### src/rtl/wdt_pkg.sv
package wdt_pkg;

    typedef enum logic [2:0] {
        KEY_S0   = 3'd0,
        KEY_S1   = 3'd1,
        KEY_S2   = 3'd2,
        KEY_S3   = 3'd3,
        CFG_OPEN = 3'd4
    } unlock_e;

    localparam logic [7:0] IDX_EXIT  = 8'h02;
    localparam logic [7:0] IDX_DEV   = 8'h07;
    localparam logic [7:0] IDX_ID_A  = 8'h20;
    localparam logic [7:0] IDX_ID_B  = 8'h21;
    localparam logic [7:0] IDX_CTRL  = 8'h72;
    localparam logic [7:0] IDX_TO_LO = 8'h73;
    localparam logic [7:0] IDX_TO_HI = 8'h74;

    localparam logic [7:0] ID_A_VAL  = 8'h87;
    localparam logic [7:0] ID_B_VAL  = 8'h21;

    localparam int CTRL_KIND_BIT = 7;
    localparam int CTRL_EN_BIT   = 6;
    localparam int EXIT_BIT      = 1;

    function automatic logic [7:0] key_byte_at(input logic [1:0] pos, input logic [7:0] last);
        case (pos)
            2'd0:    key_byte_at = 8'h87;
            2'd1:    key_byte_at = 8'h01;
            2'd2:    key_byte_at = 8'h55;
            default: key_byte_at = last;
        endcase
    endfunction

endpackage

### src/rtl/wdt_unlock.sv
module wdt_unlock
    import wdt_pkg::*;
#(
    parameter logic [7:0] KEY_LAST = 8'h55
) (
    input  logic       clk,
    input  logic       rst_n,
    input  logic       key_wr,
    input  logic [7:0] key_byte,
    input  logic       exit_req,
    output logic       cfg_open
);

    unlock_e    st_d, st_q;
    logic [7:0] exp_byte;

    always_comb begin
        exp_byte = key_byte_at(st_q[1:0], KEY_LAST);
        st_d     = st_q;
        if (st_q == CFG_OPEN) begin
            if (exit_req) st_d = KEY_S0;
        end else if (key_wr) begin
            if (key_byte != exp_byte) begin
                st_d = KEY_S0;
            end else begin
                case (st_q)
                    KEY_S0:  st_d = KEY_S1;
                    KEY_S1:  st_d = KEY_S2;
                    KEY_S2:  st_d = KEY_S3;
                    default: st_d = CFG_OPEN;
                endcase
            end
        end
    end

    always_ff @(posedge clk or negedge rst_n) begin
        if (!rst_n) st_q <= KEY_S0;
        else        st_q <= st_d;
    end

    assign cfg_open = (st_q == CFG_OPEN);

    // an exit request while open locks the pair on the next cycle
    p_exit_relocks_r9: assert property (@(posedge clk) disable iff (!rst_n)
        (cfg_open && exit_req) |=> !cfg_open);

    // opening is always preceded by the final key byte on the index port
    p_open_needs_key_r2: assert property (@(posedge clk) disable iff (!rst_n)
        $rose(cfg_open) |-> $past(key_wr && (key_byte == KEY_LAST)));

endmodule

### src/rtl/wdt_tick.sv
module wdt_tick #(
    parameter int CLK_PER_SEC = 50_000_000
) (
    input  logic clk,
    input  logic rst_n,
    output logic tick
);

    localparam int CW = (CLK_PER_SEC > 1) ? $clog2(CLK_PER_SEC) : 1;
    localparam logic [CW-1:0] LAST = CW'(CLK_PER_SEC - 1);

    logic [CW-1:0] pre_d, pre_q;

    always_comb begin
        tick  = (pre_q == LAST);
        pre_d = tick ? '0 : pre_q + 1'b1;
    end

    always_ff @(posedge clk or negedge rst_n) begin
        if (!rst_n) pre_q <= '0;
        else        pre_q <= pre_d;
    end

    // ticks never come back to back (CLK_PER_SEC is at least 2)
    p_tick_spacing_r7: assert property (@(posedge clk) disable iff (!rst_n)
        tick |=> !tick);

endmodule

### src/rtl/wdt_countdown.sv
module wdt_countdown #(
    parameter int CW = 16
) (
    input  logic          clk,
    input  logic          rst_n,
    input  logic          tick,
    input  logic          load,
    input  logic [CW-1:0] load_val,
    input  logic          out_en,
    input  logic          use_reset,
    output logic          rst_pulse,
    output logic          nmi_pulse
);

    typedef struct packed {
        logic          armed;
        logic [CW-1:0] cnt;
        logic          rst;
        logic          nmi;
    } cd_s;

    cd_s cd_d, cd_q;

    always_comb begin
        cd_d     = cd_q;
        cd_d.rst = 1'b0;
        cd_d.nmi = 1'b0;
        if (load) begin
            cd_d.cnt   = load_val;
            cd_d.armed = (load_val != '0);
        end else if (cd_q.armed && tick) begin
            if (cd_q.cnt == CW'(1)) begin
                cd_d.cnt   = '0;
                cd_d.armed = 1'b0;
                cd_d.rst   = out_en && use_reset;
                cd_d.nmi   = out_en && !use_reset;
            end else begin
                cd_d.cnt = cd_q.cnt - 1'b1;
            end
        end
    end

    always_ff @(posedge clk or negedge rst_n) begin
        if (!rst_n) cd_q <= '0;
        else        cd_q <= cd_d;
    end

    assign rst_pulse = cd_q.rst;
    assign nmi_pulse = cd_q.nmi;

    // only one kind of pulse at a time
    p_one_kind_r8: assert property (@(posedge clk) disable iff (!rst_n)
        !(rst_pulse && nmi_pulse));

    // a pulse lasts a single cycle
    p_single_pulse_r8: assert property (@(posedge clk) disable iff (!rst_n)
        (rst_pulse || nmi_pulse) |=> !(rst_pulse || nmi_pulse));

    // the timer is disarmed once it has fired
    p_fired_disarms_r8: assert property (@(posedge clk) disable iff (!rst_n)
        (rst_pulse || nmi_pulse) |-> !cd_q.armed);

    // zero load stops the timer at once
    p_zero_stops_r6: assert property (@(posedge clk) disable iff (!rst_n)
        (load && (load_val == '0)) |=> !cd_q.armed);

    // non-zero load arms with the loaded value
    p_load_arms_r6: assert property (@(posedge clk) disable iff (!rst_n)
        (load && (load_val != '0)) |=> (cd_q.armed && (cd_q.cnt == $past(load_val))));

    // each tick while armed lowers the count by one
    p_step_r7: assert property (@(posedge clk) disable iff (!rst_n)
        (cd_q.armed && tick && !load && (cd_q.cnt > CW'(1))) |=> (cd_q.cnt == $past(cd_q.cnt) - 1'b1));

endmodule

### src/rtl/wdt_cfg_port.sv
module wdt_cfg_port
    import wdt_pkg::*;
#(
    parameter int                ADDR_W      = 16,
    parameter logic [ADDR_W-1:0] BASE_ADDR   = ADDR_W'(16'h002E),
    parameter logic [7:0]        DEV_NUM     = 8'h07,
    parameter int                CLK_PER_SEC = 50_000_000
) (
    input  logic              clk,
    input  logic              rst_n,
    input  logic [ADDR_W-1:0] io_addr,
    input  logic              io_wr,
    input  logic              io_rd,
    input  logic [7:0]        io_wdata,
    output logic [7:0]        io_rdata,
    output logic              wdt_rst_o,
    output logic              wdt_nmi_o
);

    localparam int                TO_W      = 16;
    localparam logic [ADDR_W-1:0] ALT_BASE  = ADDR_W'(16'h004E);
    localparam logic [ADDR_W-1:0] DATA_ADDR = ADDR_W'(BASE_ADDR + 1'b1);
    localparam logic [7:0]        KEY_LAST  = (BASE_ADDR == ALT_BASE) ? 8'hAA : 8'h55;

    typedef struct packed {
        logic [7:0] idx;
        logic [7:0] dev;
        logic [7:0] ctrl;
        logic [7:0] to_lo;
        logic [7:0] to_hi;
    } regs_s;

    regs_s           r_d, r_q;
    logic            hit_idx, hit_dat, cfg_open, wdt_sel;
    logic            exit_req, load, tick;
    logic [TO_W-1:0] load_val;
    logic [7:0]      rd_val;

    wdt_unlock #(.KEY_LAST(KEY_LAST)) u_unlock (
        .clk      (clk),
        .rst_n    (rst_n),
        .key_wr   (io_wr && hit_idx),
        .key_byte (io_wdata),
        .exit_req (exit_req),
        .cfg_open (cfg_open)
    );

    wdt_tick #(.CLK_PER_SEC(CLK_PER_SEC)) u_tick (
        .clk   (clk),
        .rst_n (rst_n),
        .tick  (tick)
    );

    wdt_countdown #(.CW(TO_W)) u_count (
        .clk       (clk),
        .rst_n     (rst_n),
        .tick      (tick),
        .load      (load),
        .load_val  (load_val),
        .out_en    (r_q.ctrl[CTRL_EN_BIT]),
        .use_reset (r_q.ctrl[CTRL_KIND_BIT]),
        .rst_pulse (wdt_rst_o),
        .nmi_pulse (wdt_nmi_o)
    );

    always_comb begin
        hit_idx  = (io_addr == BASE_ADDR);
        hit_dat  = (io_addr == DATA_ADDR);
        wdt_sel  = (r_q.dev == DEV_NUM);
        load_val = {io_wdata, r_q.to_lo};
        r_d      = r_q;
        exit_req = 1'b0;
        load     = 1'b0;
        if (io_wr && cfg_open && hit_idx) begin
            r_d.idx = io_wdata;
        end
        if (io_wr && cfg_open && hit_dat) begin
            case (r_q.idx)
                IDX_EXIT:  exit_req = io_wdata[EXIT_BIT];
                IDX_DEV:   r_d.dev  = io_wdata;
                IDX_CTRL:  if (wdt_sel) r_d.ctrl  = io_wdata;
                IDX_TO_LO: if (wdt_sel) r_d.to_lo = io_wdata;
                IDX_TO_HI: if (wdt_sel) begin
                    r_d.to_hi = io_wdata;
                    load      = 1'b1;
                end
                default: ;
            endcase
        end
    end

    always_comb begin
        rd_val = 8'h00;
        if (hit_idx) begin
            rd_val = cfg_open ? r_q.idx : 8'hFF;
        end else if (hit_dat) begin
            if (!cfg_open) begin
                rd_val = 8'hFF;
            end else begin
                case (r_q.idx)
                    IDX_DEV:   rd_val = r_q.dev;
                    IDX_ID_A:  rd_val = ID_A_VAL;
                    IDX_ID_B:  rd_val = ID_B_VAL;
                    IDX_CTRL:  rd_val = wdt_sel ? r_q.ctrl  : 8'h00;
                    IDX_TO_LO: rd_val = wdt_sel ? r_q.to_lo : 8'h00;
                    IDX_TO_HI: rd_val = wdt_sel ? r_q.to_hi : 8'h00;
                    default:   rd_val = 8'h00;
                endcase
            end
        end
        io_rdata = io_rd ? rd_val : 8'h00;
    end

    always_ff @(posedge clk or negedge rst_n) begin
        if (!rst_n) r_q <= '0;
        else        r_q <= r_d;
    end

    // no register moves while the pair is locked
    p_locked_frozen_r3: assert property (@(posedge clk) disable iff (!rst_n)
        !cfg_open |=> ($stable(r_q.dev) && $stable(r_q.ctrl) && $stable(r_q.to_lo) && $stable(r_q.to_hi)));

    // watchdog registers hold while another device is selected
    p_foreign_dev_r5: assert property (@(posedge clk) disable iff (!rst_n)
        !wdt_sel |=> ($stable(r_q.ctrl) && $stable(r_q.to_lo) && $stable(r_q.to_hi)));

endmodule

### config.mk
export PLATFORM = sky130hd
export DESIGN_NAME = wdt_cfg_port
export DESIGN_NICKNAME = d
export VERILOG_FILES = /design/src/rtl/wdt_pkg.sv /design/src/rtl/wdt_unlock.sv /design/src/rtl/wdt_tick.sv /design/src/rtl/wdt_countdown.sv /design/src/rtl/wdt_cfg_port.sv
export SDC_FILE = /design/constraint.sdc
export NUM_CORES = 1
export LEC_CHECK = 0
export BUFFER_PORTS_ARGS = -buffer_cell sky130_fd_sc_hd__clkbuf_2
export CORE_MARGIN = 4
export CORE_UTILIZATION = 45
export DETAILED_ROUTE_END_ITERATION = 8
export PLACE_DENSITY = 0.6
export SLEW_MARGIN = 20
export SYNTH_ARGS = -nofsm -noshare
export SYNTH_HDL_FRONTEND = slang
export SYNTH_HIERARCHICAL = 1
export SYNTH_SLANG_ARGS = --single-unit
### constraint.sdc
create_clock -name clk -period 5.8 [get_ports clk]
set_input_delay 0.29 -clock clk [delete_from_list [all_inputs] [get_ports clk]]
set_output_delay 0.29 -clock clk [all_outputs]
set_load 0.05 [all_outputs]
==> results.md <==
- After routing the design area is ~5500 um2.
- The area of the core region is ~11000 um2.
- Static timing analysis puts the maximum clock frequency at roughly 0.35 GHz.
- In the post-synthesis netlist, the biggest area contributors are sky130_fd_sc_hd__dfrtp_1, sky130_fd_sc_hd__mux2_2, sky130_fd_sc_hd__nand2_1.
- The number of core rows is 38.
- The internal portion of total power is just under 800 uW.
- The data arrival at the endpoint of the critical path is approximately 2600 ps.
- In this run the mean area of a mapped cell was around 10 um2.
- The critical path goes through nor4b_1 -> and4_1 -> nand2_1 -> a31oi_1 -> clkbuf_2.
- The number of clock sinks seen by CTS is 88.
- The routing usage on met2 is roughly 33%.
- The final weighted congestion in routability-driven placement is roughly 0.9.
- The starting density of the core is approximately 46%.
- The number of buffers inserted by post-CTS setup repair is 0.
- The worst hold-check path type is input pin to flop.
- The proportion of layout cells with a drive suffix above 1 is roughly 25%.
- The cell at the root of the clock tree is sky130_fd_sc_hd__clkbuf_8.
- The met1 demand-to-capacity share in global routing is 26.13%.
- The pin count of the biggest net entering global routing is 67.
- Across the VDD grid, the largest voltage drop is ~160 uV.
- The register share of total power is between 50% and 60%.
- Summed over all instances, the cell type with the most area after synthesis is sky130_fd_sc_hd__dfrtp_1.
- The number of failing hold endpoints at the final stage is 0.
- The count of buffering cells on the critical path with inverters included is 1.
- In this run the critical register-to-register path is launched from r_q[32].
- The detail route stage leaves a number of antenna-violating nets equal to 0.
- The worst setup path is of the flop to output port kind.
- The proportion of power drawn by combinational gates is approximately 3.8%.
- The TritonCTS buffer count is 9.
- The global routing usage summed across all routing layers is between 20 and 25%.
- OpenSTA, run right after detailed placement, puts the worst setup slack at approximately 3000 ps.
- The largest single stage delay on the critical path is between 600 and 700 ps.
- The standby leakage power is between 0.002 and 0.0025 uW.
- The critical path required time is around 5500 ps.
- The global-route wire length before repair is roughly 21 mm.
- Compared with the post-synthesis result, the final layout area differs by 9.846%.
- The critical path startpoint category is a flop.
- The number of nets in the layout is 551.
- The time the final worst path needs with I/O delays and setup is 2873 ps.
- In the synthesized netlist, the number of instances is ~480.
- The share of the core filled with cells in the final layout is about 51%.
- The maximum root-to-sink buffer count is 2.
- The library cells used most frequently in the layout, excluding fill and tap cells, are sky130_fd_sc_hd__dfrtp_1, sky130_fd_sc_hd__mux2_2, sky130_fd_sc_hd__nand2_1.
- During placement, the flow inserted port buffers numbering 37.
- The final-layout fill cell count is between 900 and 1k.
- The Yosys warning count is 6.
- The tightest slew margin relative to the limit is roughly 44%.
- The top fanout value on the critical path is 16.
- The synthesized design contains 0 enable-type register cells.
- In this run the vertical extent of the chip is around 110 um.
- The number of nets in the synthesized netlist is just over 500.
- The number of library cell types mapped by synthesis is 73.
- The number of max-capacitance violations reported is 0.
- At the pin with the least slew margin, the transition time is between 800 and 900 ps.
- The global routing stage identified its most utilized layer as met2.
- Summing every instance area after synthesis gives approximately 5000 um2.
- The placed cell area is around 5300 um2.
- The async set or reset register ratio after synthesis is between 90% and 100%.
- The switching share of power is a little over a quarter.
- For this run, design rule violations remaining after detail routing come to 0.
- The final period utilization is between 40% and 50%.
- The via count of the first global-routing pass is slightly above 4k.
- The number of antenna violations at the first check in global routing came to 0.
- The family of cells with the greatest summed delay on the critical path is simple AND/OR/NAND/NOR gates.
- The fraction of met3 tracks used by global routing is under 10%.
- The CTS tree is done.
- The run finished with clean final reports.
- Clock-pin slew was measured on the worst setup and hold paths at 100 ps.
- The width of the die is roughly 110 um.
- The H-tree generated during clock tree synthesis spans 3 levels.
- The startpoint identified for the worst hold timing path is io_wdata[0].
- The wire-length estimate of the detail-placed layout is 8.743 mm.
- The area share of the leading cell type in the synthesized netlist is 43.87%.
- The sequential area share after synthesis is approximately 44%.
- The least setup slack across all paths after layout is 2927 ps.
- STA classifies the critical path endpoint as an output port.
- Of the total power, the clock network draws 38.6%.
- The commonest register cell after synthesis is sky130_fd_sc_hd__dfrtp_1.
- Setup repair after global routing left no endpoint under its margin.
- The via count is 4019.
- For this design the total switching power over the nets is between 200 and 300 uW.
- The via-per-instance ratio is about 6.1.
- Leaving out fill and tap cells, the most frequent cell in the layout is sky130_fd_sc_hd__dfrtp_1.
- Among all stages on the critical path, the largest delay is contributed by sky130_fd_sc_hd__dfrtp_1.
- The full die area is around 13000 um2.
- The average wire per cell in the routed design is between 15 and 20 um.
- On the final layout, the worst clock skew is approximately 14 ps.
- The number of design-rule violations left by the first detailed-router iteration is between 200 and 300.
- The number of ports placed on the die boundary is 38.
- The number of antenna diodes in the final layout is 0.
- Global routing finished with a remaining overflow of 0.
- The first-pass detailed-route iteration total is 5.
- The number of setup violations in the final report is 0.
- For the worst-skew pair, the clock arrives at the later sink with an insertion delay of between 300 and 400 ps.
- The flop and latch count out of synthesis is 88.
- The power per cell area is 193.2 nW/um2.
- Wires add up to between 10 and 15 mm.
- The post-route setup TNS is 0 ps.
- Tracing the worst setup path back leads to its startpoint at r_q[32].
- The count of final max-slew check failures is 0.
## worst reg2reg max path, cell delays in order (launching register included)
cell and delay [ps]:
sky130_fd_sc_hd__dfrtp_1 630, sky130_fd_sc_hd__nor4b_1 470, sky130_fd_sc_hd__and4_1 440, sky130_fd_sc_hd__inv_1 90, sky130_fd_sc_hd__nor2_2 100, sky130_fd_sc_hd__buf_4 330
sky130_fd_sc_hd__nor2_1 150, sky130_fd_sc_hd__nand3_1 130, sky130_fd_sc_hd__nor2_1 50, sky130_fd_sc_hd__a221o_1 330
## cell families after synthesis
group,after synthesis,synth area share [%]
adders and majority gates,4,0.9970
muxes,49,10.89
xor gates and xnor gates,16,2.792
AOI/OAI and AO/OA,95,12.59
and+or+nand+nor,198,25.80
DFF,88,43.87
buffers and inverters,34,3.066
## sequential cells by signal, summed over array words and instances, names as in the netlist
name	cells
u_count/rst_pulse	1
u_count/cd_q	17
load_val	8
u_unlock/st_q	3
u_tick/pre_q	26
u_count/nmi_pulse	1
r_q	32
## stage by stage
| stage | std cells | total power [uW] | hold slack (ps) |
|---|---|---|---|
| 5_1_grt | 664 | 1108 | 342.3 |
| 2_1_floorplan | 484 | 631.2 | -5.591 |
| 3_5_place_dp | 647 | 666.4 | 198.6 |
| 4_1_cts | 664 | 1080 | 287.1 |
| 3_3_place_gp | 647 | 666.1 | 195.8 |
| 6_report | 664 | 1065 | 312.9 |
## worst paths after layout
path | end | cells past startpoint | slack [ps]
setup / recovery | io_rdata[0] | 5 | 2930
hold / removal | u_count/cd_q[10] | 3 | 310
setup reg to reg | u_count/cd_q[9] | 9 | 2970
hold reg to reg | u_count/nmi_pulse | 1 | 500
max in group asynchronous | r_q[39] | 3 | 4340
min in group asynchronous | u_tick/pre_q[19] | 2 | 330
## metal layers
metal,routed length [um],share of wire [%]
met4,301,2.4
met1,5477,44
met2,6003,49
met5,0,0
met3,561,4.5
## repair_timing
| action | 4_1_cts | 5_1_grt |
|---|---|---|
| gates resized for setup | 0 | 0 |
| endpoints found under the hold margin | 22 | 0 |
| hold buffers | 1 | 0 |
## cell usage after synthesis (3+ instances only)
cell / count
sky130_fd_sc_hd__nand2b_1: 5
sky130_fd_sc_hd__o21ai_1: 4
sky130_fd_sc_hd__nor4_1: 11
sky130_fd_sc_hd__and2_1: 3
sky130_fd_sc_hd__o21ai_0: 22
sky130_fd_sc_hd__xor2_1: 7
sky130_fd_sc_hd__a311oi_1: 3
sky130_fd_sc_hd__a211oi_1: 6
sky130_fd_sc_hd__or2_2: 3
sky130_fd_sc_hd__nor2b_1: 4
sky130_fd_sc_hd__o31ai_1: 3
sky130_fd_sc_hd__buf_6: 3
sky130_fd_sc_hd__a31oi_1: 7
sky130_fd_sc_hd__and4b_1: 5
sky130_fd_sc_hd__clkbuf_1: 10
sky130_fd_sc_hd__nor4_4: 6
sky130_fd_sc_hd__nor2_1: 28
sky130_fd_sc_hd__nand3_1: 16
sky130_fd_sc_hd__or4_1: 9
sky130_fd_sc_hd__and3_1: 8
sky130_fd_sc_hd__mux2_2: 44
sky130_fd_sc_hd__ha_1: 4
sky130_fd_sc_hd__a21boi_0: 3
sky130_fd_sc_hd__inv_1: 17
sky130_fd_sc_hd__o211ai_1: 5
sky130_fd_sc_hd__a21oi_1: 18
sky130_fd_sc_hd__mux2i_1: 4
sky130_fd_sc_hd__nand4_1: 14
sky130_fd_sc_hd__nor4b_1: 4
sky130_fd_sc_hd__o22ai_1: 4
sky130_fd_sc_hd__dfrtp_1: 88
sky130_fd_sc_hd__or3_1: 7
sky130_fd_sc_hd__and4_1: 7
sky130_fd_sc_hd__nor3_1: 8
sky130_fd_sc_hd__xnor2_1: 9
sky130_fd_sc_hd__nand2_1: 38
## power groups by stage
stage	Combinational, uW	Clock [uW]	Sequential (uW)
after detailed placement	41.2	0	625
after global placement	40.9	0	625
final	40.5	412	613
after global routing	45.3	449	613
after CTS	41.7	425	613
after floorplan	5.88	0	625
## final cells by class
type	count	area [um2]	area share (%)
Tap cell	140	175.2	3.177
Clock inverter	7	62.56	1.135
Multi-Input combinational cell	362	2666	48.35
Sequential cell	88	2202	39.94
Clock buffer	9	123.9	2.246
Timing Repair Buffer	41	220.2	3.994
Inverter	17	63.81	1.157
(Power assumes the default switching activity.)
